--- config.mk ---
export PLATFORM = sky130hd
export DESIGN_NAME = vdisc_top
export DESIGN_NICKNAME = d
export VERILOG_FILES = /design/src/rtl/vdisc_pkg.sv /design/src/rtl/vdisc_ctrl.sv /design/src/rtl/vdisc_datapath.sv /design/src/rtl/vdisc_top.sv
export SDC_FILE = /design/constraint.sdc
export NUM_CORES = 1
export LEC_CHECK = 0
export ABC_CLOCK_PERIOD_IN_PS = 2400
export BUFFER_PORTS_ARGS = -buffer_cell sky130_fd_sc_hd__buf_2
export CORE_MARGIN = 2
export CORE_UTILIZATION = 47
export CTS_CLUSTER_DIAMETER = 100
export DETAILED_ROUTE_END_ITERATION = 10
export PLACE_DENSITY = 0.86
export SYNTH_ARGS = -nofsm -noshare
export SYNTH_HDL_FRONTEND = slang
export SYNTH_HIERARCHICAL = 1
export SYNTH_SLANG_ARGS = --single-unit
--- constraint.sdc ---
create_clock -name clk -period 2.4 [get_ports clk]
set_clock_uncertainty 0.05 [all_clocks]
set_input_delay 0.24 -clock clk [delete_from_list [all_inputs] [get_ports clk]]
set_output_delay 0.24 -clock clk [all_outputs]
set_load 0.02 [all_outputs]
--- src/rtl/vdisc_pkg.sv ---
package vdisc_pkg;
  localparam int LVL_N = 3;
  localparam int LVL_IDX_W = $clog2(LVL_N + 1);
  localparam int CODE_W = 4;
  localparam logic [CODE_W-1:0] CODE_DSW_WR = 4'd4;
  localparam logic [CODE_W-1:0] CODE_FETCH = 4'd13;

  typedef struct packed {
    logic dswLoad;
    logic opcSet;
    logic opcClr;
    logic [LVL_N-1:0] lvlSet;
    logic [LVL_N-1:0] lvlClr;
    logic fetchRd;
    logic senseRd;
  } vdisc_strobe_t;
endpackage

--- src/rtl/vdisc_ctrl.sv ---
module vdisc_ctrl
  import vdisc_pkg::*;
#(
  parameter int DSW_W = 16,
  parameter int OPC_POS = 3
) (
  input  logic                      agentTxnValid,
  input  logic [CODE_W-1:0]         agentTxnCode,
  input  logic [DSW_W-1:0]          agentTxnData,
  input  logic [LVL_IDX_W-1:0]      agentTxnLvl,
  input  logic                      hostSense,
  input  logic [LVL_N-1:0]          hostRstMask,
  output vdisc_strobe_t             strobe
);
  logic isWrite;
  logic isFetch;
  logic senseReset;

  always_comb begin
    isWrite = agentTxnValid && (agentTxnCode == CODE_DSW_WR);
    isFetch = agentTxnValid && (agentTxnCode == CODE_FETCH);
    senseReset = hostSense && (|hostRstMask);

    strobe = '0;
    strobe.dswLoad = isWrite;
    strobe.opcSet = isWrite && agentTxnData[OPC_POS];
    strobe.opcClr = senseReset;
    strobe.fetchRd = isFetch;
    strobe.senseRd = hostSense;
    for (int i = 0; i < LVL_N; i++) begin
      strobe.lvlSet[i] = isWrite && agentTxnData[OPC_POS] &&
                         (agentTxnLvl == LVL_IDX_W'(i));
      strobe.lvlClr[i] = isFetch || (senseReset && hostRstMask[i]);
    end
  end
endmodule

--- src/rtl/vdisc_datapath.sv ---
module vdisc_datapath
  import vdisc_pkg::*;
#(
  parameter int DSW_W = 16,
  parameter int OPC_POS = 3
) (
  input  logic               clk,
  input  logic               rst,
  input  vdisc_strobe_t      strobe,
  input  logic [DSW_W-1:0]   dswIn,
  output logic [DSW_W-1:0]   senseData,
  output logic [LVL_N-1:0]   fetchData,
  output logic [LVL_N-1:0]   irqOut
);
  logic [DSW_W-1:0] dswQ;
  logic [LVL_N-1:0] lvlQ;
  logic opcQ;

  always_ff @(posedge clk) begin
    if (rst) begin
      dswQ <= '0;
      lvlQ <= '0;
      opcQ <= 1'b0;
    end else begin
      if (strobe.dswLoad) dswQ <= dswIn;
      lvlQ <= (lvlQ & ~strobe.lvlClr) | strobe.lvlSet;
      if (strobe.opcSet) opcQ <= 1'b1;
      else if (strobe.opcClr) opcQ <= 1'b0;
    end
  end

  always_comb begin
    senseData = '0;
    if (strobe.senseRd) begin
      senseData = dswQ;
      senseData[OPC_POS] = opcQ;
    end
    fetchData = strobe.fetchRd ? lvlQ : '0;
    irqOut = lvlQ;
  end
endmodule

--- src/rtl/vdisc_top.sv ---
module vdisc_top
  import vdisc_pkg::*;
#(
  parameter int DSW_W = 16,
  parameter int OPC_POS = 3
) (
  input  logic                  clk,
  input  logic                  rst,
  input  logic                  agentTxnValid,
  input  logic [CODE_W-1:0]     agentTxnCode,
  input  logic [DSW_W-1:0]      agentTxnData,
  input  logic [LVL_IDX_W-1:0]  agentTxnLvl,
  output logic [LVL_N-1:0]      agentRdData,
  input  logic                  hostSense,
  input  logic [LVL_N-1:0]      hostRstMask,
  output logic [DSW_W-1:0]      hostSenseData,
  output logic [LVL_N-1:0]      irqOut
);
  vdisc_strobe_t strobe;

  vdisc_ctrl #(.DSW_W(DSW_W), .OPC_POS(OPC_POS)) u_ctrl (
    .agentTxnValid(agentTxnValid),
    .agentTxnCode(agentTxnCode),
    .agentTxnData(agentTxnData),
    .agentTxnLvl(agentTxnLvl),
    .hostSense(hostSense),
    .hostRstMask(hostRstMask),
    .strobe(strobe)
  );

  vdisc_datapath #(.DSW_W(DSW_W), .OPC_POS(OPC_POS)) u_dp (
    .clk(clk),
    .rst(rst),
    .strobe(strobe),
    .dswIn(agentTxnData),
    .senseData(hostSenseData),
    .fetchData(agentRdData),
    .irqOut(irqOut)
  );
endmodule

==> results of run 1 <==
[worst max-delay path, delay by kind of cell]
kind | cells | cell delay, ps
simple gates | 3 | 500
buf+inv | 2 | 250
[layout by cell type (no fill, tap or decap), drive strengths merged, types with 4 or more instances in the layout]
master / count
buf: 51
and2: 19
dfxtp: 19
nor2: 16
mux2i: 15
nand2: 4
inv: 4
nand2b: 4
a21oi: 4
[layer usage]
layer	track usage, %	share of wire (%)
met1	18.3	42
met2	34.2	51
met3	3.07	6.9
met4	7.14	0
met5	0	0
[logic make-up after synthesis]
group	synth area share (%)
AOI/OAI and AO/OA	4.53
buffers and inverters	9.33
DFF	39.4
muxes	15.5
and+or+nand+nor	31.2
[power by group]
part           internal [mW]  leakage (nW)  switching, mW  total [mW]
logic                 0.0297         0.393         0.0325      0.0622
clock network         0.0618        0.0177         0.0922       0.154
registers              0.319         0.153        0.00156       0.320
total                  0.410         0.564          0.126       0.536
[state kept, by name, summed over array words and instances, names as in the netlist]
register     cells
u_dp/dswQ       15
u_dp/irqOut      3
u_dp/opcQ        1
[final cells by class]
class                      count  share of cell area (%)
multi-input combinational     75                    41.2
sequential                    19                    31.3
timing repair buffer          51                    21.2
tap                           27                    2.78
clock buffer                   3                    1.85
inverter                       4                    1.24
clock inverter                 1                   0.412
[worst paths after layout]
| check | endpoint | slack [ps] | depth (start not counted) |
|---|---|---|---|
| worst min-delay path | u_dp/dswQ[9]$_SDFFE_PP0P_ | 130 | 3 |
| worst max-delay path | agentRdData[0] | 1120 | 5 |
| worst min register to register | u_dp/opcQ$_SDFFE_PP0P_ | 440 | 2 |
| worst max register to register | u_dp/irqOut[0]$_SDFF_PP0_ | 1730 | 2 |
[per-stage QoR]
stage          setup WS, ps  instances  hold slack, ps  power, mW  instance area [um2]
3_3_place_gp           1030        176             405      0.388                 1190
4_1_cts                1120        180             131      0.545                 1210
5_1_grt                1050        180             134      0.565                 1210
2_1_floorplan          1090        107             337      0.360                  966
3_5_place_dp            979        176             418      0.390                 1190
6_report               1120        180             133      0.536                 1210
==> run_summary.xml, run 1 <==
<?xml version="1.0" encoding="UTF-8"?>
<metrics>
  <group name="outcome">
    <metric name="outcome" unit="">completed</metric>
  </group>
  <group name="clock_tree">
    <metric name="max_clock_buf_depth" unit="">2</metric>
    <metric name="post-cts-setup-buffers" unit="">0</metric>
    <metric name="cts-resized-gates" unit="">0</metric>
    <metric name="cts-htree-levels" unit="">1</metric>
    <metric name="cts_num_sinks" unit="">19</metric>
    <metric name="number_of_cts_inserted_buffers" unit="">3</metric>
    <metric name="clk_transition_reported_paths" unit="ps">100</metric>
    <metric name="tritoncts_clock_tree" unit="">done</metric>
    <metric name="cts.root.buffer_cell" unit="">clkbuf_4</metric>
    <metric name="post_cts_hold_buffer_count" unit="">0</metric>
    <metric name="worst_skew_late_latency" unit="ps">280</metric>
  </group>
  <group name="final_layout">
    <metric name="drive_above_1_share" unit="%">37.9</metric>
    <metric name="area_growth_syn_to_layout" unit="%">25.8</metric>
    <metric name="finish.net_count" unit="">183</metric>
    <metric name="final-seq-area" unit="um2">380</metric>
    <metric name="multiInputGateArea" unit="um2">500</metric>
    <metric name="fill_cells" unit="">177</metric>
    <metric name="final_core_utilization" unit="%">62.6</metric>
    <metric name="antennaDiodeCount" unit="">0</metric>
  </group>
  <group name="setup_path">
    <metric name="end_kind" unit="">output port</metric>
    <metric name="critPathKind" unit="">input pin to output port</metric>
    <metric name="worst_r2r_startpoint" unit="">u_dp/irqOut[0]$_SDFF_PP0_</metric>
    <metric name="cp_required" unit="ps">2110</metric>
    <metric name="cp_slowest_cell" unit="">nand3b_4</metric>
    <metric name="critical_path.cell_chain" unit="">buf_2 &gt; nand3b_4 &gt; nor2_1 &gt; and2_1 &gt; buf_2</metric>
    <metric name="worst-endpoint-arrival" unit="ps">990</metric>
    <metric name="critPathMostFrequentCell" unit="">buf_2</metric>
    <metric name="critical_path.startpoint" unit="">agentTxnCode[1]</metric>
    <metric name="timing.critical_path.from_type" unit="">input pin</metric>
    <metric name="timing.critical_path.fanout_max" unit="">9</metric>
    <metric name="cpPeakStageDelay" unit="ps">190</metric>
  </group>
  <group name="worst_hold_path">
    <metric name="timing.hold.worst.class" unit="">input pin to flop</metric>
    <metric name="hold_path_startpoint" unit="">agentTxnData[9]</metric>
  </group>
  <group name="timing">
    <metric name="timing_hold_violations_final" unit="">0</metric>
    <metric name="timing.slew.headroom" unit="%">78.2</metric>
    <metric name="slew_violations" unit="">0</metric>
    <metric name="fin_setup_tns" unit="ps">0</metric>
    <metric name="grt_setup_unrepaired" unit="">no</metric>
    <metric name="final.period_utilization" unit="%">53.4</metric>
    <metric name="maxClockFrequency" unit="MHz">780</metric>
    <metric name="tightestPinTransition" unit="ps">327</metric>
    <metric name="fin_crit" unit="ps">1280</metric>
    <metric name="finalSetupViolCount" unit="">0</metric>
  </group>
  <group name="power_and_ir_drop">
    <metric name="power.static_leakage" unit="nW">0.564</metric>
    <metric name="worst_ir_drop_vdd" unit="mV">0.267</metric>
    <metric name="cellPowerDensity" unit="nW/um2">442</metric>
  </group>
  <group name="routing">
    <metric name="drc" unit="">0</metric>
    <metric name="finalWirelength" unit="mm">1.98</metric>
    <metric name="antenna_violating_nets_post_route" unit="">0</metric>
    <metric name="detail_route.vias_per_cell" unit="">4.64</metric>
    <metric name="first_iter_violations" unit="">4</metric>
    <metric name="wire_per_inst" unit="um">11.0</metric>
    <metric name="drt_pre_antenna_iters" unit="">4</metric>
    <metric name="vias" unit="">836</metric>
  </group>
  <group name="run">
    <metric name="maxCapViolCount" unit="">0</metric>
  </group>
  <group name="logic_synthesis">
    <metric name="cell_count_after_synthesis" unit="">107</metric>
    <metric name="synth_enable_flop_cells" unit="">0</metric>
    <metric name="avgSynthCellArea" unit="um2">9.03</metric>
    <metric name="ys_async_sr_fraction" unit="%">0</metric>
    <metric name="ys_types" unit="">22</metric>
    <metric name="synth-seq-cells" unit="">19</metric>
    <metric name="synth.top_cells.by_count" unit="">and2_1 (19), dfxtp_1 (19), nor2_1 (16)</metric>
    <metric name="cell_types_with_the_largest_area_share_after_synthesis" unit="">dfxtp_1 (39%), mux2i_1 (16%), and2_1 (12%)</metric>
    <metric name="synthesis.nets" unit="">136</metric>
    <metric name="post-synth-top-area-fraction" unit="%">39.4</metric>
    <metric name="yosysTopAreaCell" unit="">dfxtp_1</metric>
    <metric name="synth.yosys.seq_area_share" unit="%">39.4</metric>
    <metric name="synthesis.area" unit="um2">966</metric>
    <metric name="yosys_warnings" unit="">6</metric>
    <metric name="synth_top_flop_cell" unit="">dfxtp_1</metric>
  </group>
  <group name="floorplanning">
    <metric name="placementRows" unit="">16</metric>
    <metric name="initial_core_util" unit="%">49.7</metric>
    <metric name="floorplan.die.width" unit="um">49.3</metric>
    <metric name="io-pin-count" unit="">51</metric>
    <metric name="die_footprint" unit="um2">2430</metric>
    <metric name="fp.coreArea" unit="um2">1940</metric>
    <metric name="floorplan.die.height" unit="um">49.3</metric>
  </group>
  <group name="global_route">
    <metric name="antenna_found_initial" unit="">0</metric>
    <metric name="grt.total_usage" unit="%">17.6</metric>
    <metric name="grt_first_pass_wirelength" unit="mm">3.35</metric>
    <metric name="grt_start_max_net_pins" unit="">21</metric>
    <metric name="grt_pass1_vias" unit="">840</metric>
    <metric name="gr-total-overflow" unit="">0</metric>
  </group>
  <group name="place">
    <metric name="dp.final_hpwl" unit="mm">1.47</metric>
    <metric name="io_buffer_count" unit="">50</metric>
    <metric name="place.gp.congestion" unit="">0.777</metric>
  </group>
</metrics>
No activity file was read; power rests on OpenSTA's default activity.
==> run 2, diff against run 1 <==
--- a/config.mk
+++ b/config.mk
@@ -5,13 +5,13 @@
 export SDC_FILE = /design/constraint.sdc
 export NUM_CORES = 1
 export LEC_CHECK = 0
-export ABC_CLOCK_PERIOD_IN_PS = 2400
+export ABC_CLOCK_PERIOD_IN_PS = 1050
 export BUFFER_PORTS_ARGS = -buffer_cell sky130_fd_sc_hd__buf_2
 export CORE_MARGIN = 2
-export CORE_UTILIZATION = 47
+export CORE_UTILIZATION = 39
 export CTS_CLUSTER_DIAMETER = 100
 export DETAILED_ROUTE_END_ITERATION = 10
-export PLACE_DENSITY = 0.86
+export PLACE_DENSITY = 0.77
 export SYNTH_ARGS = -nofsm -noshare
 export SYNTH_HDL_FRONTEND = slang
 export SYNTH_HIERARCHICAL = 1
==> constraint.sdc (replaced) <==
create_clock -name clk -period 1.05 [get_ports clk]
set_clock_uncertainty 0.05 [all_clocks]
set_input_delay 0.105 -clock clk [delete_from_list [all_inputs] [get_ports clk]]
set_output_delay 0.105 -clock clk [all_outputs]
set_load 0.02 [all_outputs]
==> run_summary.xml, run 2 (same netlist as run 1, synthesis figures left out) <==
<?xml version="1.0" encoding="UTF-8"?>
<metrics>
  <group name="power_and_ir_drop">
    <metric name="comb_power_share" unit="%">14.5</metric>
    <metric name="worst_ir_drop_vdd" unit="mV">0.416</metric>
    <metric name="power.static_leakage" unit="nW">0.661</metric>
    <metric name="switching_share" unit="%">23.9</metric>
    <metric name="cellPowerDensity" unit="nW/um2">834</metric>
    <metric name="p_int" unit="mW">0.968</metric>
    <metric name="power_frac_clock" unit="%">27.9</metric>
    <metric name="p_switching" unit="mW">0.305</metric>
    <metric name="power_frac_seq" unit="%">57.6</metric>
  </group>
  <group name="floorplanning">
    <metric name="initial_core_util" unit="%">40.1</metric>
    <metric name="placementRows" unit="">18</metric>
    <metric name="fp.coreArea" unit="um2">2410</metric>
    <metric name="io-pin-count" unit="">51</metric>
    <metric name="floorplan.die.height" unit="um">53.8</metric>
    <metric name="floorplan.die.width" unit="um">53.8</metric>
    <metric name="die_footprint" unit="um2">2890</metric>
  </group>
  <group name="final_layout">
    <metric name="layout.cells.most_common" unit="">buf_2</metric>
    <metric name="area_growth_syn_to_layout" unit="%">58.0</metric>
    <metric name="top_register" unit="">u_dp/dswQ</metric>
    <metric name="drive_above_1_share" unit="%">62.6</metric>
    <metric name="antennaDiodeCount" unit="">0</metric>
    <metric name="finish.net_count" unit="">193</metric>
    <metric name="post-route-cell-area" unit="um2">1530</metric>
    <metric name="largest_register_ff_count" unit="">15</metric>
    <metric name="final_cell_count_no_fill" unit="">193</metric>
    <metric name="mostFrequentLayoutCells" unit="">buf_2 (30), buf_6 (21), and2_4 (19), dfxtp_2 (19)</metric>
    <metric name="fill_cells" unit="">198</metric>
  </group>
  <group name="timing">
    <metric name="maxClockFrequency" unit="MHz">954</metric>
    <metric name="finalHoldWorstSlack" unit="ps">3.36</metric>
    <metric name="timing.slew.headroom" unit="%">75.8</metric>
    <metric name="finalSetupViolCount" unit="">0</metric>
    <metric name="tightestPinTransition" unit="ps">364</metric>
    <metric name="fin_crit" unit="ps">1050</metric>
    <metric name="slew_violations" unit="">0</metric>
    <metric name="final.period_utilization" unit="%">99.8</metric>
    <metric name="timing_hold_violations_final" unit="">0</metric>
    <metric name="grt_setup_unrepaired" unit="">yes</metric>
  </group>
  <group name="worst_hold_path">
    <metric name="hold_path_startpoint" unit="">agentTxnData[15]</metric>
    <metric name="timing.hold.worst.class" unit="">input pin to flop</metric>
  </group>
  <group name="clock_tree">
    <metric name="tritoncts_clock_tree" unit="">done</metric>
    <metric name="clk_transition_reported_paths" unit="ps">100</metric>
    <metric name="cts.root.buffer_cell" unit="">clkbuf_4</metric>
    <metric name="cts-htree-levels" unit="">1</metric>
    <metric name="max_clock_buf_depth" unit="">2</metric>
    <metric name="number_of_cts_inserted_buffers" unit="">3</metric>
    <metric name="worst_skew_late_latency" unit="ps">290</metric>
    <metric name="cts_num_sinks" unit="">19</metric>
  </group>
  <group name="setup_path">
    <metric name="end_kind" unit="">output port</metric>
    <metric name="timing.critical_path.from_type" unit="">flop</metric>
    <metric name="worst_r2r_startpoint" unit="">u_dp/irqOut[0]$_SDFF_PP0_</metric>
    <metric name="timing.critical_path.fanout_max" unit="">2</metric>
    <metric name="worst-endpoint-arrival" unit="ps">890</metric>
    <metric name="critPathKind" unit="">flop to output port</metric>
    <metric name="critical_path.startpoint" unit="">u_dp/irqOut[2]$_SDFF_PP0_</metric>
    <metric name="cp_required" unit="ps">890</metric>
  </group>
  <group name="place">
    <metric name="dpl.cell_count" unit="">182</metric>
    <metric name="place.gp.congestion" unit="">0.740</metric>
    <metric name="dp.final_hpwl" unit="mm">1.51</metric>
    <metric name="detailed_place.area" unit="um2">1230</metric>
    <metric name="io_buffer_count" unit="">50</metric>
  </group>
  <group name="routing">
    <metric name="finalWirelength" unit="mm">2.30</metric>
    <metric name="first_iter_violations" unit="">4</metric>
    <metric name="wire_per_inst" unit="um">11.9</metric>
    <metric name="detail_route.vias_per_cell" unit="">4.82</metric>
    <metric name="drt_pre_antenna_iters" unit="">4</metric>
    <metric name="vias" unit="">930</metric>
    <metric name="antenna_violating_nets_post_route" unit="">0</metric>
    <metric name="drc" unit="">0</metric>
  </group>
  <group name="global_route">
    <metric name="gr-total-overflow" unit="">0</metric>
    <metric name="grt_start_max_net_pins" unit="">21</metric>
    <metric name="grt_first_pass_wirelength" unit="mm">3.52</metric>
    <metric name="antenna_found_initial" unit="">0</metric>
    <metric name="grt.total_usage" unit="%">17.1</metric>
    <metric name="grt_pass1_vias" unit="">880</metric>
  </group>
  <group name="outcome">
    <metric name="outcome" unit="">completed</metric>
  </group>
  <group name="run">
    <metric name="maxCapViolCount" unit="">0</metric>
  </group>
</metrics>
run 2: cell count changes in the layout (fill, tap and decap cells not counted), sizes merged:
| cell | before | now |
|---|---|---|
| buf | 51 | 56 |
| dlygate4sd3 | 0 | 5 |
run 2: worst paths after layout:
kind / to / cells after the start / slack, ps
worst max-delay path: agentRdData[2] / 2 / 2
worst min-delay path: u_dp/dswQ[15]$_SDFFE_PP0P_ / 3 / 3
worst max register to register: u_dp/irqOut[0]$_SDFF_PP0_ / 3 / 300
worst min register to register: u_dp/irqOut[1]$_SDFF_PP0_ / 2 / 440
run 2: worst max-delay path, stage by stage, from the launching register on:
cell	delay, ps
dfxtp_2	340
and2_4	150
buf_6	120
run 2: through the flow:
stage / power, mW / setup TNS [ps] / util [%] / worst slack [ps]
finish: 1.27 / 0 / 63.3 / 1.61
global route: 1.35 / -449 / 63.3 / -47.9
CTS: 1.28 / -7.85 / 60.8 / -7.85
detailed placement: 0.902 / -2190 / 50.9 / -141
global placement: 0.898 / -1600 / 50.9 / -103
floorplan: 0.824 / -902 / - / -90.2
run 2: layout make-up:
cell class / instances / area [um2] / area share [%]
clock buffers: 3 / 22.5 / 1.48
clock inverters: 1 / 5.00 / 0.328
inverters: 4 / 15.0 / 0.984
multi-input cells: 75 / 556 / 36.4
flip-flops and latches: 19 / 404 / 26.5
well taps: 30 / 37.5 / 2.46
repair buffers: 61 / 487 / 31.9
run 2: per-layer routing:
layer	vias to the layer above	wire length, um	track usage, %
li1	459	-	-
met1	436	888	16.8
met2	33	1250	33.1
met3	2	135	2.22
met4	0	27	10.7
met5	-	0	0
run 2: power by group through the flow:
| stage | combinational (mW) | sequential (mW) | clock [mW] |
|---|---|---|---|
| after CTS | 0.175 | 0.732 | 0.372 |
| after floorplan | 0.0762 | 0.748 | 0 |
| after global routing | 0.199 | 0.734 | 0.413 |
| after global placement | 0.150 | 0.748 | 0 |
| final | 0.184 | 0.733 | 0.355 |
| after detailed placement | 0.154 | 0.748 | 0 |
run 2: what timing repair did:
action,in CTS,in global routing
hold buffers,4,1
setup endpoints to repair,19,20
buffers inserted,1,1
pin swaps,2,1
gates resized for setup,64,17
hold endpoints to repair,4,1
==> run 3, diff against run 2 <==
--- a/config.mk
+++ b/config.mk
@@ -6,12 +6,12 @@
 export NUM_CORES = 1
 export LEC_CHECK = 0
 export ABC_CLOCK_PERIOD_IN_PS = 1050
-export BUFFER_PORTS_ARGS = -buffer_cell sky130_fd_sc_hd__buf_2
 export CORE_MARGIN = 2
-export CORE_UTILIZATION = 39
+export CORE_UTILIZATION = 54
 export CTS_CLUSTER_DIAMETER = 100
 export DETAILED_ROUTE_END_ITERATION = 10
-export PLACE_DENSITY = 0.77
+export DONT_BUFFER_PORTS = 1
+export PLACE_DENSITY = 0.75
 export SYNTH_ARGS = -nofsm -noshare
 export SYNTH_HDL_FRONTEND = slang
 export SYNTH_HIERARCHICAL = 1
==> run_summary.xml, run 3 (same netlist as run 1, synthesis figures left out) <==
<?xml version="1.0" encoding="UTF-8"?>
<metrics>
  <group name="setup_path">
    <metric name="worst_r2r_startpoint" unit="">u_dp/irqOut[0]$_SDFF_PP0_</metric>
    <metric name="critical-path-top-delay-family" unit="">flip-flops</metric>
    <metric name="cpPeakStageDelay" unit="ps">340</metric>
    <metric name="end_kind" unit="">output port</metric>
    <metric name="regToRegSetupSlack" unit="ps">380</metric>
    <metric name="timing.critical_path.fanout_max" unit="">3</metric>
    <metric name="rr_worst_depth" unit="">2</metric>
    <metric name="critPathKind" unit="">flop to output port</metric>
    <metric name="critical_path.cell_chain" unit="">and2_2</metric>
    <metric name="worst-endpoint-arrival" unit="ps">850</metric>
    <metric name="worst_r2r_endpoint" unit="">u_dp/irqOut[0]$_SDFF_PP0_</metric>
    <metric name="timing.critical_path.from_type" unit="">flop</metric>
    <metric name="worst-path-buf-inv" unit="">0</metric>
    <metric name="cp_slowest_cell" unit="">dfxtp_2</metric>
    <metric name="cp_required" unit="ps">890</metric>
  </group>
  <group name="routing">
    <metric name="first_iter_violations" unit="">5</metric>
    <metric name="drt-met1-wl" unit="um">797</metric>
    <metric name="drt_pre_antenna_iters" unit="">4</metric>
    <metric name="antenna_violating_nets_post_route" unit="">0</metric>
    <metric name="detailroute.wirelength.met3" unit="um">153</metric>
    <metric name="maxUsedRoutingLayer" unit="">met4</metric>
    <metric name="detail_route.vias_per_cell" unit="">5.29</metric>
    <metric name="drc" unit="">0</metric>
    <metric name="vias" unit="">703</metric>
    <metric name="wire_per_inst" unit="um">13.7</metric>
    <metric name="dr_wl_met2" unit="um">836</metric>
    <metric name="finalWirelength" unit="mm">1.82</metric>
  </group>
  <group name="clock_tree">
    <metric name="cts.root.buffer_cell" unit="">clkbuf_4</metric>
    <metric name="cts-htree-levels" unit="">1</metric>
    <metric name="worst_skew_late_latency" unit="ps">290</metric>
    <metric name="cts_num_sinks" unit="">19</metric>
    <metric name="clk_transition_reported_paths" unit="ps">110</metric>
    <metric name="max_clock_buf_depth" unit="">2</metric>
    <metric name="tritoncts_clock_tree" unit="">done</metric>
    <metric name="number_of_cts_inserted_buffers" unit="">3</metric>
    <metric name="post-cts-setup-buffers" unit="">0</metric>
  </group>
  <group name="timing">
    <metric name="slew_violations" unit="">0</metric>
    <metric name="fin_crit" unit="ps">1010</metric>
    <metric name="grt_setup_unrepaired" unit="">no</metric>
    <metric name="final.period_utilization" unit="%">96.1</metric>
    <metric name="timing.slew.headroom" unit="%">77.7</metric>
    <metric name="maxClockFrequency" unit="MHz">991</metric>
    <metric name="finalHoldWorstSlack" unit="ps">-189</metric>
    <metric name="finalSetupViolCount" unit="">0</metric>
    <metric name="timing_hold_violations_final" unit="">19</metric>
    <metric name="post-route-worst-setup-slack" unit="ps">40.8</metric>
    <metric name="tightestPinTransition" unit="ps">330</metric>
  </group>
  <group name="power_and_ir_drop">
    <metric name="switching_share" unit="%">22.1</metric>
    <metric name="p_int" unit="mW">0.903</metric>
    <metric name="cellPowerDensity" unit="nW/um2">1120</metric>
    <metric name="p_switching" unit="mW">0.256</metric>
    <metric name="power_frac_clock" unit="%">31.4</metric>
    <metric name="comb_power_share" unit="%">5.5</metric>
    <metric name="power_frac_seq" unit="%">63.1</metric>
    <metric name="worst_ir_drop_vdd" unit="mV">0.907</metric>
    <metric name="power.static_leakage" unit="nW">0.375</metric>
    <metric name="fin_total_pwr" unit="mW">1.16</metric>
  </group>
  <group name="final_layout">
    <metric name="final_core_utilization" unit="%">60.4</metric>
    <metric name="area_growth_syn_to_layout" unit="%">6.74</metric>
    <metric name="top_register" unit="">u_dp/dswQ</metric>
    <metric name="drive_above_1_share" unit="%">32.4</metric>
    <metric name="largest_register_ff_count" unit="">15</metric>
    <metric name="fill_cells" unit="">156</metric>
    <metric name="antennaDiodeCount" unit="">0</metric>
    <metric name="final-seq-area" unit="um2">383</metric>
    <metric name="post-route-cell-area" unit="um2">1030</metric>
    <metric name="mostFrequentLayoutCells" unit="">and2_2 (17), dfxtp_1 (17), mux2i_1 (15), nor2_1 (15), buf_4 (6)</metric>
    <metric name="finish.net_count" unit="">138</metric>
    <metric name="multiInputGateArea" unit="um2">529</metric>
  </group>
  <group name="place">
    <metric name="detailedPlace.worstSlack" unit="ps">-57.4</metric>
    <metric name="place.gp.congestion" unit="">0.820</metric>
    <metric name="detailed_place.area" unit="um2">972</metric>
    <metric name="dp.final_hpwl" unit="mm">1.39</metric>
    <metric name="io_buffer_count" unit="">0</metric>
  </group>
  <group name="worst_hold_path">
    <metric name="timing.hold.worst.class" unit="">input pin to flop</metric>
    <metric name="hold-path-endpoint" unit="">u_dp/irqOut[1]$_SDFF_PP0_</metric>
    <metric name="min_path_cells" unit="">1</metric>
    <metric name="hold_path_startpoint" unit="">rst</metric>
  </group>
  <group name="floorplanning">
    <metric name="floorplan.die.width" unit="um">46.3</metric>
    <metric name="placementRows" unit="">15</metric>
    <metric name="io-pin-count" unit="">51</metric>
    <metric name="floorplan.die.height" unit="um">46.3</metric>
    <metric name="fp.coreArea" unit="um2">1710</metric>
    <metric name="die_footprint" unit="um2">2140</metric>
    <metric name="initial_core_util" unit="%">56.6</metric>
  </group>
  <group name="global_route">
    <metric name="grt_pass1_vias" unit="">635</metric>
    <metric name="grt_start_max_net_pins" unit="">21</metric>
    <metric name="grt_first_pass_wirelength" unit="mm">2.65</metric>
    <metric name="gr-total-overflow" unit="">0</metric>
    <metric name="antenna_found_initial" unit="">0</metric>
    <metric name="grt.total_usage" unit="%">17.2</metric>
  </group>
  <group name="run">
    <metric name="maxCapViolCount" unit="">0</metric>
  </group>
  <group name="outcome">
    <metric name="failed_checks" unit="">hold timing</metric>
    <metric name="outcome" unit="">finished with violations</metric>
  </group>
</metrics>
[run 3: changes by cell type in the layout (fill, tap and decap cells not counted), moves of 2 or more]
cell           delta
buf_4             +2
buf_6            -21
and2_4           -17
dlygate4sd3_1     -5
dfxtp_1          +17
and2_2           +17
dfxtp_2          -17
buf_2            -30
[run 3: power groups by stage]
| stage | registers, mW | clock network [mW] | logic (mW) |
|---|---|---|---|
| after global routing | 0.733 | 0.403 | 0.0698 |
| after detailed placement | 0.748 | 0 | 0.0613 |
| after CTS | 0.732 | 0.383 | 0.0616 |
| after global placement | 0.748 | 0 | 0.0595 |
| after floorplan | 0.748 | 0 | 0.0762 |
| final | 0.732 | 0.364 | 0.0633 |
[run 3: how the worst max path moves through the flow]
stage	from	endpoint	slack (ps)	depth (start not counted)
final	u_dp/irqOut[1]$_SDFF_PP0_	agentRdData[1]	40	1
after global placement	agentTxnCode[1]	u_dp/dswQ[10]$_SDFFE_PP0P_	-2	5
after floorplan	agentTxnCode[1]	u_dp/dswQ[0]$_SDFFE_PP0P_	-90	7
after global routing	u_dp/irqOut[1]$_SDFF_PP0_	agentRdData[1]	3	1
after CTS	u_dp/irqOut[2]$_SDFF_PP0_	agentRdData[2]	1	1
after detailed placement	agentTxnCode[1]	u_dp/dswQ[11]$_SDFFE_PP0P_	-60	5
[run 3: metrics by stage]
stage,TNS (ps),instances
2_1_floorplan,-902,107
3_3_place_gp,-3.86,129
3_5_place_dp,-683,129
4_1_cts,0,133
5_1_grt,0,133
6_report,0,133
[run 3: area by class of cell]
class	instances	area share, %
Timing Repair Buffer	6	4.37
Tap cell	25	3.03
Clock inverter	1	0.485
Sequential cell	19	37.1
Clock buffer	3	2.18
Multi-Input combinational cell	75	51.3
Inverter	4	1.46
[run 3: layer usage]
metal | track usage [%] | vias to the layer above
met3 | 3.92 | 4
met2 | 28.6 | 33
met1 | 20.7 | 314
li1 | - | 352
met4 | 8.57 | 0
met5 | 0 | -
[run 3: repair_timing]
action | CTS | global route
endpoints found under the hold margin | 19 | 19
gates resized for setup | 5 | 19
endpoints found under the setup margin | 5 | 17
